==> config.mk <==
export PLATFORM = sky130hd
export DESIGN_NAME = psq_top
export DESIGN_NICKNAME = d
export VERILOG_FILES = /design/src/rtl/psq_pkg.sv /design/src/rtl/psq_tick.sv /design/src/rtl/psq_slot.sv /design/src/rtl/psq_top.sv
export SDC_FILE = /design/constraint.sdc
export NUM_CORES = 1
export LEC_CHECK = 0
export BUFFER_PORTS_ARGS = -buffer_cell sky130_fd_sc_hd__buf_2
export CORE_MARGIN = 10
export CORE_UTILIZATION = 40
export DETAILED_ROUTE_END_ITERATION = 16
export GPL_TIMING_DRIVEN = 0
export PLACE_DENSITY = 0.61
export RECOVER_POWER = 25
export SYNTH_ARGS = -nofsm -noshare
export SYNTH_HDL_FRONTEND = slang
export SYNTH_HIERARCHICAL = 1
export SYNTH_SLANG_ARGS = --single-unit
==> constraint.sdc <==
create_clock -name clk -period 2.16 [get_ports clk]
set_input_delay 0.324 -clock clk [delete_from_list [all_inputs] [get_ports clk]]
set_output_delay 0.324 -clock clk [all_outputs]
set_load 0.02 [all_outputs]
==> src/rtl/psq_pkg.sv <==
package psq_pkg;

    localparam int EL_W = 6;

    typedef enum logic [1:0] {
        ST_IDLE = 2'd0,
        ST_WAKE = 2'd1,
        ST_STEP = 2'd2,
        ST_DONE = 2'd3
    } psq_state_t;

    // stage selector: both upper codes land on the last stage
    function automatic logic [1:0] stage_of(input logic [1:0] code);
        return (code == 2'b11) ? 2'd2 : code;
    endfunction

    // delay code to tick count
    function automatic logic [EL_W-1:0] ticks_of(input logic [2:0] code);
        logic [EL_W-1:0] t;
        case (code)
            3'd0:    t = 6'd0;
            3'd1:    t = 6'd1;
            3'd2:    t = 6'd2;
            3'd3:    t = 6'd4;
            3'd4:    t = 6'd8;
            3'd5:    t = 6'd16;
            3'd6:    t = 6'd24;
            default: t = 6'd32;
        endcase
        return t;
    endfunction

endpackage

==> src/rtl/psq_tick.sv <==
module psq_tick
    import psq_pkg::*;
#(
    parameter int TICK_CLKS = 1000
) (
    input  logic            clk,
    input  logic            rst_n,
    input  logic            clr,
    output logic [EL_W-1:0] elapsed
);
    localparam int CW = (TICK_CLKS > 1) ? $clog2(TICK_CLKS) : 1;
    localparam logic [EL_W-1:0] EL_MAX = '1;

    typedef struct packed {
        logic [CW-1:0]   cnt;
        logic [EL_W-1:0] el;
    } tick_t;

    tick_t q, d;

    always_comb begin
        d = q;
        if (clr) begin
            d.cnt = '0;
            d.el  = '0;
        end else if (q.cnt == CW'(TICK_CLKS - 1)) begin
            d.cnt = '0;
            if (q.el != EL_MAX) begin
                d.el = q.el + 1'b1;
            end
        end else begin
            d.cnt = q.cnt + 1'b1;
        end
    end

    always_ff @(posedge clk or negedge rst_n) begin
        if (!rst_n) begin
            q <= '0;
        end else begin
            q <= d;
        end
    end

    assign elapsed = q.el;
endmodule

==> src/rtl/psq_slot.sv <==
module psq_slot
    import psq_pkg::*;
(
    input  logic [1:0]      step_code,
    input  logic            en,
    input  logic [2:0]      dly_code,
    input  logic [1:0]      cur_step,
    input  logic            active,
    input  logic [EL_W-1:0] elapsed,
    input  logic            kept,
    input  logic            started,
    input  logic            done,
    output logic            fire,
    output logic            satisfied
);
    logic member;

    always_comb begin
        member    = en && (stage_of(step_code) == cur_step);
        fire      = active && member && !kept && !started
                    && (elapsed >= ticks_of(dly_code));
        satisfied = !member || kept || done;
    end
endmodule

==> src/rtl/psq_top.sv <==
module psq_top
    import psq_pkg::*;
#(
    parameter int N_REG     = 6,
    parameter int TICK_CLKS = 1000,
    parameter int WAKE_CLKS = 200
) (
    input  logic               clk,
    input  logic               rst_n,
    input  logic               start_evt,
    input  logic [N_REG-1:0]   hib_keep,
    input  logic [N_REG-1:0]   cfg_en,
    input  logic [2*N_REG-1:0] cfg_step,
    input  logic [3*N_REG-1:0] cfg_dly,
    input  logic [N_REG-1:0]   ss_done,
    output logic [N_REG-1:0]   reg_en,
    output logic [N_REG-1:0]   ss_start,
    output logic               seq_done
);
    localparam int WK_W = (WAKE_CLKS > 1) ? $clog2(WAKE_CLKS) : 1;
    localparam logic [1:0] LAST_STEP = 2'd2;

    typedef struct packed {
        psq_state_t      st;
        logic [1:0]      step;
        logic [WK_W-1:0] wake;
        logic            evt;
        logic [N_REG-1:0] kept;
        logic [N_REG-1:0] started;
        logic [N_REG-1:0] done;
        logic [N_REG-1:0] en;
        logic [N_REG-1:0] pulse;
        logic            fin;
    } seq_t;

    seq_t q, d;

    logic            tick_clr;
    logic [EL_W-1:0] elapsed;
    logic [N_REG-1:0] fire;
    logic [N_REG-1:0] satisfied;

    psq_tick #(.TICK_CLKS(TICK_CLKS)) u_tick (
        .clk     (clk),
        .rst_n   (rst_n),
        .clr     (tick_clr),
        .elapsed (elapsed)
    );

    for (genvar g = 0; g < N_REG; g++) begin : g_slot
        psq_slot u_slot (
            .step_code (cfg_step[2*g +: 2]),
            .en        (cfg_en[g]),
            .dly_code  (cfg_dly[3*g +: 3]),
            .cur_step  (q.step),
            .active    (q.st == ST_STEP),
            .elapsed   (elapsed),
            .kept      (q.kept[g]),
            .started   (q.started[g]),
            .done      (q.done[g]),
            .fire      (fire[g]),
            .satisfied (satisfied[g])
        );
    end

    always_comb begin
        d        = q;
        d.evt    = start_evt;
        d.pulse  = '0;
        tick_clr = 1'b0;

        unique case (q.st)
            ST_IDLE: begin
                if (start_evt && !q.evt) begin
                    d.st      = ST_WAKE;
                    d.wake    = '0;
                    d.step    = '0;
                    d.kept    = hib_keep & cfg_en;
                    d.en      = hib_keep & cfg_en;
                    d.started = '0;
                    d.done    = '0;
                    d.fin     = 1'b0;
                end
            end
            ST_WAKE: begin
                if (q.wake == WK_W'(WAKE_CLKS - 1)) begin
                    d.st     = ST_STEP;
                    d.step   = '0;
                    tick_clr = 1'b1;
                end else begin
                    d.wake = q.wake + 1'b1;
                end
            end
            ST_STEP: begin
                d.pulse   = fire;
                d.en      = q.en | fire;
                d.started = q.started | fire;
                d.done    = q.done | (ss_done & q.started);
                if (&satisfied) begin
                    if (q.step == LAST_STEP) begin
                        d.st  = ST_DONE;
                        d.fin = 1'b1;
                    end else begin
                        d.step   = q.step + 1'b1;
                        tick_clr = 1'b1;
                    end
                end
            end
            ST_DONE: begin
                d.fin = 1'b1;
            end
            default: d.st = ST_IDLE;
        endcase

        // removal of the start request cancels everything
        if (!start_evt) begin
            d.st    = ST_IDLE;
            d.en    = '0;
            d.pulse = '0;
            d.kept  = '0;
            d.fin   = 1'b0;
        end
    end

    always_ff @(posedge clk or negedge rst_n) begin
        if (!rst_n) begin
            q <= '0;
        end else begin
            q <= d;
        end
    end

    assign reg_en   = q.en;
    assign ss_start = q.pulse;
    assign seq_done = q.fin;
endmodule

==> flow_metrics.tcl <==
set metrics [dict create \
    fin_tns_setup_ps -772 \
    fmax_mhz 445 \
    drtPass1Iterations 5 \
    areaGrowthSynthToFinish_pct 20.3 \
    powerDensity_nw_per_um2 822 \
    maxSlewViolCount 61 \
    clk_latency_ps 340 \
    gp_congestion 0.786 \
    yosysWarningCount 6 \
    synth-seq-cells 60 \
    crit_path_start_kind "flop" \
    r2r-start "q[40]$_DFFE_PN0P_" \
    via_count 3845 \
    rr_worst_depth 12 \
    synth-edff-count 0 \
    ir_drop_mv 0.526 \
    period_share_pct 104 \
    cts_buffers 9 \
    drc_errors 0 \
    grt_overflow_total 0 \
    worstHoldPathCells 3 \
    drive_above_1_share_pct 27.6 \
    n_antenna_cell 0 \
    period_needed_ps 2250 \
    power.switching_mw 1.68 \
    antenna_found_initial 0 \
    setup_violations 15 \
    cts_tree "yes" \
    grt_pass1_wl_um 18100 \
    p_int_mw 2.68 \
    reg2reg_slack_ps -90 \
    dieArea_sq_um 15600 \
    cp.arrival_ps 2480 \
    crit_chain "buf_6 -> xnor2_2 -> a2bb2oi_2 -> nor3b_2 -> nand2b_1 -> nand4_1 -> nor3_2 -> nand2_1 -> a21oi_2 -> buf_6 -> nand4b_1 -> o21ai_1" \
    leakage_nw 2.49 \
    clk_path_buf_depth 2 \
    grt_max_degree 61 \
    synth_fp_nets 575 \
    path_max_fanout 5 \
    max_cap_violations 1 \
    r2r_end "u_tick/elapsed[1]$_DFFE_PN0P_" \
    postRouteWirelength_um 11100 \
    die_x_um 125 \
    ios 64 \
    cp_slowest_stage_delay_ps 420 \
    rsz0062_at_grt "true" \
    seq_power_share_pct 34.5 \
    syn_area_per_cell_sq_um 9.20 \
    io_buffer_count 63 \
    power_frac_clock_pct 21.7 \
    drt_iter0_markers 242 \
    post-dp-hpwl_um 8150 \
    via_per_inst 5.42 \
    tightest_slew_ps 1510 \
    htreeDepth 3 \
    crit_required_ps 2390 \
    violations "capacitance limit, slew limit, setup timing" \
    switching_share_pct 38.5 \
    end_kind "flop" \
    dieHeight_um 125 \
    timing.hold.ws_ps 238 \
    clk_pin_slew_worst_paths_ps 70 \
    holdPathEnd "q[15]$_DFFE_PN0P_" \
    start_util_pct 40.7 \
    cts_sinks 60 \
    ys_async_sr_fraction_pct 100 \
    netlist_area_sq_um 4410 \
    core_region_area_sq_um 10800 \
    nNetsFinal 659 \
    clock_skew_ps 4.47 \
    critPathMostFrequentCell "buf_6" \
    hp-class "input port to flop" \
    ant_nets 0 \
    netlist-cell-type-count 58 \
    wl_per_cell_um 15.6 \
    hold_viol 0 \
    path_class "flop to flop" \
    ctsRootBufferMaster "clkbuf_8" \
    ys_seq_area_share_pct 34.0 \
    synthCells 480 \
    synth_top_flop_cell "dfrtp_1" \
    worst_slack_ps -85.3 \
    status "complete, but fails checks" \
    grt_usage_pct 13.6 \
    placementRows 38 \
    max_slew_margin_pct -0.688 \
    min_from "ss_done[2]" \
    n_fill_cell 1044 \
    slowest_stage "dfrtp_2" \
    grt_pass1_vias 3818 \
    p_comb_share_pct 43.8 \
]
[metrics by stage]
| stage | cell area [sq um] | power, mW | worst slack, ps | std cells | util (%) |
|---|---|---|---|---|---|
| finish | 5310 | 4.36 | -85.3 | 709 | 49.0 |
| global route | 5310 | 4.67 | -188 | 709 | 49.0 |
| CTS | 5260 | 4.34 | -10.3 | 708 | 48.5 |
| detailed placement | 4910 | 3.22 | -528 | 683 | 45.3 |
| global placement | 4910 | 3.18 | -477 | 683 | 45.3 |
| floorplan | 4420 | 2.75 | 42.3 | 480 | - |
[sequential cells by signal, indices dropped and copies added, names as in the netlist]
register / count
q: 31
seq_done: 1
ss_start: 6
u_tick/elapsed: 6
u_tick/q: 10
reg_en: 6
[worst max-delay path, delay by kind of cell, from the launching register on]
family | cells | cell delay (ps)
AOI/OAI and AO/OA | 3 | 450
and+or+nand+nor | 6 | 830
DFF | 1 | 420
xor gates and xnor gates | 1 | 130
buffers and inverters | 2 | 290
[cell usage in the layout, fill, tap and decap left out, drive strengths merged, types with 3 or more instances in the layout]
cell type / instances
a211oi: 3
a21boi: 6
a21oi: 48
a2bb2oi: 6
a311oi: 4
a31oi: 9
and3: 8
and4b: 7
buf: 93
clkbuf: 24
dfrtp: 60
ha: 44
inv: 17
mux2i: 4
nand2: 37
nand2b: 28
nand3: 26
nand3b: 7
nand4: 12
nor2: 32
nor3: 9
nor3b: 21
o21ai: 9
o221ai: 6
or3b: 6
xnor2: 10
xor2: 8
[worst max path at each step]
| stage | from | endpoint | slack, ps | cells after the start |
|---|---|---|---|---|
| after floorplan | q[40]$_DFFE_PN0P_ | u_tick/q[11]$_DFF_PN0_ | 40 | 11 |
| after global placement | q[40]$_DFFE_PN0P_ | u_tick/q[9]$_DFF_PN0_ | -480 | 11 |
| after detailed placement | q[40]$_DFFE_PN0P_ | u_tick/q[13]$_DFF_PN0_ | -530 | 11 |
| after CTS | q[40]$_DFFE_PN0P_ | u_tick/q[14]$_DFF_PN0_ | -10 | 12 |
| after global routing | q[40]$_DFFE_PN0P_ | u_tick/elapsed[1]$_DFFE_PN0P_ | -190 | 12 |
| final | q[40]$_DFFE_PN0P_ | u_tick/elapsed[1]$_DFFE_PN0P_ | -90 | 12 |
[cell type report]
cell class              instances  area, sq um  share of cell area (%)
well taps                     140          175                    3.30
clock inverters                 1         5.00                  0.0943
flip-flops and latches         60         1510                    28.4
clock buffers                  15          176                    3.32
plain buffers                  29          220                    4.15
inverters                      17         63.8                    1.20
multi-input cells             374         2760                    52.0
repair buffers                 73          402                    7.56
[cells by family (layout without fill, tap and decap cells)]
group,after synthesis,in the layout,share of synthesized area (%)
simple gates,204,204,27.9
mux,4,4,0.907
flops,60,60,34.0
buf+inv,46,135,5.81
xor+xnor,18,18,3.57
compound gates,104,104,15.4
fa+ha+maj,44,44,12.5
[cells in the mapped netlist, drive strengths merged (4+ instances only)]
cell type	count	area share [%]
nand3	26	2.9
or3b	6	1.2
nand2	37	3.1
a2bb2oi	6	1.2
xor2	8	1.6
buf	22	3.8
inv	17	1.4
nor2	32	2.7
nand2b	28	4.0
xnor2	10	2.0
nor3b	21	4.3
nand3b	7	1.5
a311oi	4	0.79
nor3	9	1.1
o21ai	9	1.0
a21boi	6	1.0
mux2i	4	0.91
and4b	7	1.6
a31oi	9	1.3
and3	8	1.1
nand4	12	1.8
a21oi	48	5.5
clkbuf	7	0.60
ha	44	12
dfrtp	60	34
o221ai	6	1.2
[layer usage]
| metal | vias up | GRT usage, % | part of all wire (%) |
|---|---|---|---|
| met5 | - | 0 | 0 |
| met4 | 0 | 3.18 | 0.96 |
| met3 | 12 | 3.13 | 3.6 |
| met2 | 63 | 24.4 | 52 |
| met1 | 1860 | 16.0 | 44 |
| li1 | 1910 | - | - |
[power by group through the flow]
stage | clock network, mW | logic, mW | registers, mW
after global placement | 0 | 1.65 | 1.53
after global routing | 1.01 | 2.12 | 1.53
final | 0.948 | 1.91 | 1.51
after floorplan | 0 | 1.25 | 1.50
after CTS | 0.972 | 1.87 | 1.50
after detailed placement | 0 | 1.68 | 1.54
[repair_timing]
item,in CTS,in global routing
resized for setup,23,14
setup buffers,10,0
hold endpoints to repair,0,0
gates cloned,0,2
hold buffers,0,0
setup endpoints to repair,21,37
pin swaps,10,6
No activity file was read; power rests on OpenSTA's default activity.
